===== src/rtl/irc_pkg.sv =====
`timescale 1ns/1ps
package irc_pkg;
  // bus offsets (low address byte)
  localparam logic [7:0] OFS_SEL = 8'h00;
  localparam logic [7:0] OFS_WIN = 8'h10;

  // select values below the table
  localparam int SEL_ID   = 0;
  localparam int SEL_VER  = 1;
  localparam int SEL_ARB  = 2;
  localparam int SEL_TBL0 = 16;

  // entry field positions
  localparam int F_RPEND = 14;
  localparam int F_MASK  = 16;
  localparam int ID_LSB  = 24;
  localparam int ID_W    = 4;

  localparam logic [63:0] ENT_RESET = 64'h1 << F_MASK;

  typedef enum logic [1:0] {
    SZ_B1 = 2'd0,
    SZ_B2 = 2'd1,
    SZ_B4 = 2'd2,
    SZ_B8 = 2'd3
  } bus_size_e;

  function automatic logic size_ok(input logic [1:0] sz);
    return (sz == SZ_B4) || (sz == SZ_B8);
  endfunction
endpackage


===== src/rtl/irc_ctrl_regs.sv =====
`timescale 1ns/1ps
module irc_ctrl_regs
  import irc_pkg::*;
#(
  parameter int ADDR_W = 32,
  parameter int SEL_W  = 8,
  parameter int PINS   = 24,
  parameter int IDX_W  = $clog2(PINS)
) (
  input  logic              clk,
  input  logic              rst,
  input  logic              bus_wr,
  input  logic              bus_rd,
  input  logic [ADDR_W-1:0] bus_addr,
  input  logic [1:0]        bus_size,
  input  logic [31:0]       bus_wdata,
  output logic [SEL_W-1:0]  sel_q,
  output logic [ID_W-1:0]   id_q,
  output logic              tbl_hit,
  output logic [IDX_W-1:0]  tbl_idx,
  output logic              tbl_we_lo,
  output logic              tbl_we_hi,
  output logic              sel_rd,
  output logic              win_rd
);
  localparam logic [SEL_W-1:0] SEL_TBL_BASE = SEL_W'(SEL_TBL0);
  localparam logic [SEL_W-1:0] PIN_LIMIT    = SEL_W'(PINS);

  logic [7:0]       ofs;
  logic             hit_sel, hit_win, wr_ok;
  logic [SEL_W-1:0] idx_wide;
  logic [ADDR_W-1:0] unused_addr;

  assign unused_addr = bus_addr;
  assign ofs     = bus_addr[7:0];
  assign hit_sel = (ofs == OFS_SEL);
  assign hit_win = (ofs == OFS_WIN);
  assign wr_ok   = bus_wr && size_ok(bus_size);

  assign idx_wide = (sel_q - SEL_TBL_BASE) >> 1;
  assign tbl_hit  = (sel_q >= SEL_TBL_BASE) && (idx_wide < PIN_LIMIT);
  assign tbl_idx  = idx_wide[IDX_W-1:0];

  assign tbl_we_lo = wr_ok && hit_win && tbl_hit && !sel_q[0];
  assign tbl_we_hi = wr_ok && hit_win && tbl_hit &&  sel_q[0];
  assign sel_rd    = bus_rd && hit_sel;
  assign win_rd    = bus_rd && hit_win;

  always_ff @(posedge clk) begin
    if (rst) begin
      sel_q <= '0;
      id_q  <= '0;
    end else begin
      if (wr_ok && hit_sel)
        sel_q <= bus_wdata[SEL_W-1:0];
      if (wr_ok && hit_win && sel_q == SEL_W'(SEL_ID))
        id_q <= bus_wdata[ID_LSB +: ID_W];
    end
  end


  unmapped_wr_chk: assert property (@(posedge clk) disable iff (rst)
    (bus_wr && !hit_sel && !hit_win) |=> ($stable(sel_q) && $stable(id_q)));


  narrow_wr_chk: assert property (@(posedge clk) disable iff (rst)
    (bus_wr && (bus_size == SZ_B1 || bus_size == SZ_B2)) |=> ($stable(sel_q) && $stable(id_q)));


  id_ro_alias_chk: assert property (@(posedge clk) disable iff (rst)
    (bus_wr && hit_win && (sel_q == SEL_W'(SEL_ARB) || sel_q == SEL_W'(SEL_VER))) |=> $stable(id_q));
endmodule


===== src/rtl/irc_entry_table.sv =====
`timescale 1ns/1ps
module irc_entry_table
  import irc_pkg::*;
#(
  parameter int PINS  = 24,
  parameter int IDX_W = $clog2(PINS)
) (
  input  logic              clk,
  input  logic              rst,
  input  logic              we_lo,
  input  logic              we_hi,
  input  logic [IDX_W-1:0]  idx,
  input  logic [31:0]       wdata,
  input  logic [PINS-1:0]   rpend_set,
  output logic [PINS*64-1:0] entries_flat,
  output logic              upd_stb,
  output logic [IDX_W-1:0]  upd_pin
);
  // software data with the read-only remote-pending bit forced clear
  logic [31:0] lo_data;
  assign lo_data = wdata & ~(32'h1 << F_RPEND);

  for (genvar i = 0; i < PINS; i++) begin : g_pin
    logic [63:0] ent_q;
    logic        sel_lo, sel_hi;

    assign sel_lo = we_lo && (idx == IDX_W'(i));
    assign sel_hi = we_hi && (idx == IDX_W'(i));

    always_ff @(posedge clk) begin
      if (rst) begin
        ent_q <= ENT_RESET;
      end else begin
        if (sel_lo)
          ent_q[31:0] <= lo_data;
        else if (rpend_set[i])
          ent_q[F_RPEND] <= 1'b1;
        if (sel_hi)
          ent_q[63:32] <= wdata;
      end
    end

    assign entries_flat[64*i +: 64] = ent_q;


    rpend_clear_chk: assert property (@(posedge clk) disable iff (rst)
      sel_lo |=> !ent_q[F_RPEND]);


    hi_keeps_lo_chk: assert property (@(posedge clk) disable iff (rst)
      sel_hi |=> ((ent_q[31:0] & ~(32'h1 << F_RPEND)) ==
                  ($past(ent_q[31:0]) & ~(32'h1 << F_RPEND))));


    reset_mask_chk: assert property (@(posedge clk) disable iff (rst)
      $fell(rst) |-> (ent_q[F_MASK] && !ent_q[F_RPEND]));
  end

  always_ff @(posedge clk) begin
    if (rst) begin
      upd_stb <= 1'b0;
      upd_pin <= '0;
    end else begin
      upd_stb <= we_lo || we_hi;
      if (we_lo || we_hi)
        upd_pin <= idx;
    end
  end
endmodule


===== src/rtl/irc_read_mux.sv =====
`timescale 1ns/1ps
module irc_read_mux
  import irc_pkg::*;
#(
  parameter int          PINS    = 24,
  parameter int          IDX_W   = $clog2(PINS),
  parameter int          SEL_W   = 8,
  parameter logic [7:0]  VERSION = 8'h11
) (
  input  logic               clk,
  input  logic               rst,
  input  logic               bus_rd,
  input  logic               sel_rd,
  input  logic               win_rd,
  input  logic [SEL_W-1:0]   sel_q,
  input  logic [ID_W-1:0]    id_q,
  input  logic               tbl_hit,
  input  logic [IDX_W-1:0]   tbl_idx,
  input  logic [PINS*64-1:0] entries_flat,
  output logic [31:0]        rdata,
  output logic               rd_valid
);
  localparam logic [7:0]  MAX_PIN  = 8'(PINS - 1);
  localparam logic [31:0] VER_WORD = {8'h00, MAX_PIN, 8'h00, VERSION};

  logic [63:0] ent_sel;
  logic [31:0] word;

  assign ent_sel = entries_flat[64*int'(tbl_idx) +: 64];

  always_comb begin
    word = '0;
    if (sel_rd) begin
      word = 32'(sel_q);
    end else if (win_rd) begin
      if (sel_q == SEL_W'(SEL_ID) || sel_q == SEL_W'(SEL_ARB))
        word = {{(32-ID_LSB-ID_W){1'b0}}, id_q, {ID_LSB{1'b0}}};
      else if (sel_q == SEL_W'(SEL_VER))
        word = VER_WORD;
      else if (tbl_hit)
        word = sel_q[0] ? ent_sel[63:32] : ent_sel[31:0];
    end
  end

  always_ff @(posedge clk) begin
    if (rst) begin
      rdata    <= '0;
      rd_valid <= 1'b0;
    end else begin
      rd_valid <= bus_rd;
      if (bus_rd)
        rdata <= word;
    end
  end
endmodule


===== src/rtl/irc_regfile.sv =====
`timescale 1ns/1ps
module irc_regfile
  import irc_pkg::*;
#(
  parameter int         ADDR_W  = 32,
  parameter int         SEL_W   = 8,
  parameter int         PINS    = 24,
  parameter logic [7:0] VERSION = 8'h11,
  localparam int        IDX_W   = $clog2(PINS)
) (
  input  logic               clk,
  input  logic               rst,
  input  logic               bus_wr,
  input  logic               bus_rd,
  input  logic [ADDR_W-1:0]  bus_addr,
  input  logic [1:0]         bus_size,
  input  logic [31:0]        bus_wdata,
  input  logic [PINS-1:0]    rpend_set,
  output logic [31:0]        rdata,
  output logic               rd_valid,
  output logic [PINS*64-1:0] entries,
  output logic               upd_stb,
  output logic [IDX_W-1:0]   upd_pin
);
  logic [SEL_W-1:0] sel_q;
  logic [ID_W-1:0]  id_q;
  logic             tbl_hit, tbl_we_lo, tbl_we_hi, sel_rd, win_rd;
  logic [IDX_W-1:0] tbl_idx;

  irc_ctrl_regs #(.ADDR_W(ADDR_W), .SEL_W(SEL_W), .PINS(PINS), .IDX_W(IDX_W)) u_ctrl (
    .clk(clk), .rst(rst), .bus_wr(bus_wr), .bus_rd(bus_rd), .bus_addr(bus_addr),
    .bus_size(bus_size), .bus_wdata(bus_wdata), .sel_q(sel_q), .id_q(id_q),
    .tbl_hit(tbl_hit), .tbl_idx(tbl_idx), .tbl_we_lo(tbl_we_lo), .tbl_we_hi(tbl_we_hi),
    .sel_rd(sel_rd), .win_rd(win_rd)
  );

  irc_entry_table #(.PINS(PINS), .IDX_W(IDX_W)) u_table (
    .clk(clk), .rst(rst), .we_lo(tbl_we_lo), .we_hi(tbl_we_hi), .idx(tbl_idx),
    .wdata(bus_wdata), .rpend_set(rpend_set), .entries_flat(entries),
    .upd_stb(upd_stb), .upd_pin(upd_pin)
  );

  irc_read_mux #(.PINS(PINS), .IDX_W(IDX_W), .SEL_W(SEL_W), .VERSION(VERSION)) u_rmux (
    .clk(clk), .rst(rst), .bus_rd(bus_rd), .sel_rd(sel_rd), .win_rd(win_rd),
    .sel_q(sel_q), .id_q(id_q), .tbl_hit(tbl_hit), .tbl_idx(tbl_idx),
    .entries_flat(entries), .rdata(rdata), .rd_valid(rd_valid)
  );


  rd_latency_chk: assert property (@(posedge clk) disable iff (rst)
    bus_rd |=> rd_valid);


  unmapped_rd_zero_chk: assert property (@(posedge clk) disable iff (rst)
    (bus_rd && bus_addr[7:0] != OFS_SEL && bus_addr[7:0] != OFS_WIN) |=> (rdata == 32'h0));


  stb_after_write_chk: assert property (@(posedge clk) disable iff (rst)
    upd_stb |-> ($past(bus_wr) && $past(bus_addr[7:0]) == OFS_WIN));


  oob_no_stb_chk: assert property (@(posedge clk) disable iff (rst)
    (bus_wr && sel_q >= SEL_W'(SEL_TBL0) && ((sel_q - SEL_W'(SEL_TBL0)) >> 1) >= SEL_W'(PINS))
      |=> !upd_stb);
endmodule


===== config.mk =====
export PLATFORM = sky130hd
export DESIGN_NAME = irc_regfile
export DESIGN_NICKNAME = d
export VERILOG_FILES = /design/src/rtl/irc_pkg.sv /design/src/rtl/irc_ctrl_regs.sv /design/src/rtl/irc_entry_table.sv /design/src/rtl/irc_read_mux.sv /design/src/rtl/irc_regfile.sv
export SDC_FILE = /design/constraint.sdc
export NUM_CORES = 2
export LEC_CHECK = 0
export BUFFER_PORTS_ARGS = -buffer_cell sky130_fd_sc_hd__buf_2
export CORE_AREA = 8 8 636 638
export DETAILED_ROUTE_END_ITERATION = 7
export DIE_AREA = 0 0 644 646
export SYNTH_ARGS = -nofsm -noshare
export SYNTH_HDL_FRONTEND = slang
export SYNTH_SLANG_ARGS = --single-unit

===== constraint.sdc =====
create_clock -name clk -period 4.7 [get_ports clk]
set_input_delay 0.235 -clock clk [delete_from_list [all_inputs] [get_ports clk]]
set_output_delay 0.235 -clock clk [all_outputs]
set_load 0.05 [all_outputs]

==> metrics <==
status=finished, final reports clean; worst flop-to-flop path startpoint=u_ctrl.sel_q[2]; Critical Path RT=roughly 5.4 ns; register area share after synthesis=a little under half; most area-consuming cells after synthesis=dfxtp_1 46%, nand2_1 14%, mux4_2 12%; Mapped Area=68,700 um2; Area Growth Syn to Fin=30.6%; max-cap violations=0; number of flops mapped to enable cells by yosys=0; Yosys warning total=0; post-route ant nets=0; chip height=roughly 650 um; drt initial violations=about 10,000; post-synthesis async set-or-reset flop share=0%; leading area contributor after synthesis=dfxtp_1; Period Utilization, post-route=83.2%; average routed wire per standard cell=~39 um; gpl congestion=around 0.95; dpl hpwl=approximately 450,000 um; P_sw=between 7 and 8 mW; post-synthesis cell count=around 7,600; residual DRC count=0; initial antenna violation count=just under 100; max-slew violations=0; vias in the first global route=~63,000; overall die width=~640 um; RSZ-0062 raised after global routing=false; WHS Endpoint=u_table.g_pin[13].ent_q[14]; clock sink total=1,587; PwrDens=approximately 330 nW/um2; max frequency=256 MHz; top-count cell post-synth=nand2_1; Critical R2R Capture=u_table.g_pin[18].ent_q[25]; vias per cell=between 4 and 5; startpoint types=flop; core footprint=about 390,000 um2; Reg2Reg Depth=7; cts bufs inserted=191; Reg power frac=roughly 45%; total grt overflow=0; Final Util=22.7%; worst hold margin=between 0.09 and 0.1 ns; Max Root-Sink Buffers=4; Cell variety after synth=52; first-pass GRT wire length=705,000 um; Die ar.=between 400,000 and 500,000 um2; CTS tree=done; CP arrival=4.60 ns; Avg Inst Size Synth=9.03 um2; latest clock arrival within the worst-skew pair=approximately 0.94 ns; Comb pwr share=3.7%; clock slew seen by the registers of the worst setup and hold paths=0.06 ns; total setup buffers inserted after CTS=0; IO Pins=around 1,700; Internal Power=~22 mW; final setup TNS=0 ns; top_reg_cell synth=dfxtp_1; Reg2Reg Setup Slack=0.79 ns; syn nets=7,700; Leak=~37 nW; Setup CP Type=reg -> reg; largest net degree at the start of global routing=213; Layout Nets=around 9,100; Switching Share=about a quarter; Clk pwr share=slightly above 50%; GR Util All Layers=about 26%; Synth top area share=around 46%; PostCTS Resize Cnt=0; worst-path fanout max=27; CTS Hold Bufs=57; Detailed Route WL=562,000 um; Rel. slew slack=under 10%; final hold vios=0; Hold WC Path Type=in -> reg; flops & latches, synth=~1,600; clock skew=around 0.11 ns; slew of the pin with the lowest slew margin=around 1.4 ns; Max H-tree Level=4; std cell rows=between 200 and 250; Tmin final=~4 ns; Hold Path Cell Cnt=3; hold path start=rpend_set[13]; endpoints failing setup=0; Post-synth top cells=2,601 x nand2_1, 1,587 x dfxtp_1, 1,017 x a21oi_1, 643 x mux2i_1, 586 x clkbuf_1; Via Count=about 70,000; Critical Path Sink Type=flop; # port buffers=~1,600; worst vdd ir=about 0.27 mV; drt first pass iters=8; layout cells sized above 1=a little under 30%; Starting Density=about 17%; Root Driver=clkbuf_16
## cell families after synthesis
group	after synthesis	synth area share (%)
and+or+nand+nor	2958	17.1
adders and majority gates	2	0.0364
DFF	1587	46.3
muxes	1045	22.2
AOI/OAI and AO/OA	1209	9.39
buffers and inverters	803	5.08
## per-stage QoR
| stage | std cells | setup slack, ns | power, mW | instance area (um2) |
|---|---|---|---|---|
| 3_3_place_gp | 13960 | 0.742 | 14.8 | 82600 |
| 4_1_cts | 14360 | 0.710 | 30.1 | 89500 |
| 5_1_grt | 14391 | 0.644 | 30.6 | 89600 |
| 6_report | 14431 | 0.789 | 30.0 | 89700 |
| 3_5_place_dp | 13960 | 0.740 | 14.8 | 82600 |
| 2_1_floorplan | 7604 | 0.833 | 14.2 | 68700 |
## sequential cells by signal, indices dropped and copies added, names as in the netlist
register / flops
u_table.upd_pin: 5
u_table.g_pin.ent_q: 1536
u_rmux.rdata: 32
u_table.upd_stb: 1
u_rmux.rd_valid: 1
u_ctrl.id_q: 4
u_ctrl.sel_q: 8
## power by group through the flow
stage          Combinational, mW  Sequential, mW  Clock (mW)
6_report                    1.12            13.5        15.4
5_1_grt                     1.13            13.5        16.0
4_1_cts                     1.11            13.5        15.5
3_5_place_dp                1.06            13.8           0
3_3_place_gp                1.06            13.8           0
2_1_floorplan              0.412            13.8           0
## worst max path at each step
stage | to | cells after the start | slack (ns) | from
after detailed placement | u_table.g_pin[18].ent_q[27] | 7 | 0.74 | u_ctrl.sel_q[2]
after global placement | u_table.g_pin[18].ent_q[23] | 7 | 0.74 | u_ctrl.sel_q[2]
after floorplan | u_table.g_pin[1].ent_q[48] | 16 | 0.83 | u_ctrl.sel_q[4]
after global routing | u_table.g_pin[18].ent_q[21] | 9 | 0.64 | u_ctrl.sel_q[5]
final | u_table.g_pin[18].ent_q[25] | 7 | 0.79 | u_ctrl.sel_q[2]
after CTS | u_table.g_pin[18].ent_q[27] | 7 | 0.71 | u_ctrl.sel_q[2]
## final cells by class
type / count / area, um2
fillers: 43063 / 305000
well taps: 5242 / 6560
repair buffers: 1968 / 11200
diodes: 71 / 178
clock buffers: 267 / 5470
clock inverters: 76 / 858
inverters: 6 / 35.0
multi-input cells: 5214 / 33600
flip-flops and latches: 1587 / 31800
## worst max-delay path, cell delays in order (launching register included)
cell,delay (ns)
dfxtp_4,0.89
nor2b_1,0.69
nand2_1,0.31
nor2_1,0.22
nand4_1,0.86
buf_12,0.51
nand2_1,0.10
a21oi_1,0.06
## placed cells by master, fill, tap and decap left out, types with 7 or more instances in the layout
cell / n
a211oi_1: 10
a21oi_1: 1017
a221oi_1: 10
a22oi_1: 36
a31oi_1: 12
and4_2: 23
buf_12: 27
buf_2: 1619
buf_4: 264
bufinv_16: 10
clkbuf_1: 38
clkbuf_16: 193
clkbuf_8: 36
clkinv_2: 29
clkinv_4: 10
clkinvlp_4: 15
dfxtp_1: 1582
diode_2: 71
dlygate4sd3_1: 57
mux2_2: 25
mux2i_1: 643
mux4_2: 377
nand2_1: 2599
nand3_1: 27
nand4_1: 34
nor2_1: 124
nor2b_1: 23
nor3_1: 51
nor4_1: 15
o211a_1: 8
o21ai_0: 46
o221ai_1: 13
o22ai_1: 18
o311ai_0: 7
or4_2: 12
## metal layers
| layer | global-route usage (%) | up-vias | wire length, um |
|---|---|---|---|
| met3 | 9.89 | 1011 | 70100 |
| met1 | 29.4 | 34758 | 201000 |
| li1 | - | 28756 | - |
| met4 | 14.4 | 34 | 40000 |
| met5 | 0 | - | 220 |
| met2 | 40.6 | 5089 | 251000 |
(Power assumes the default switching activity.)
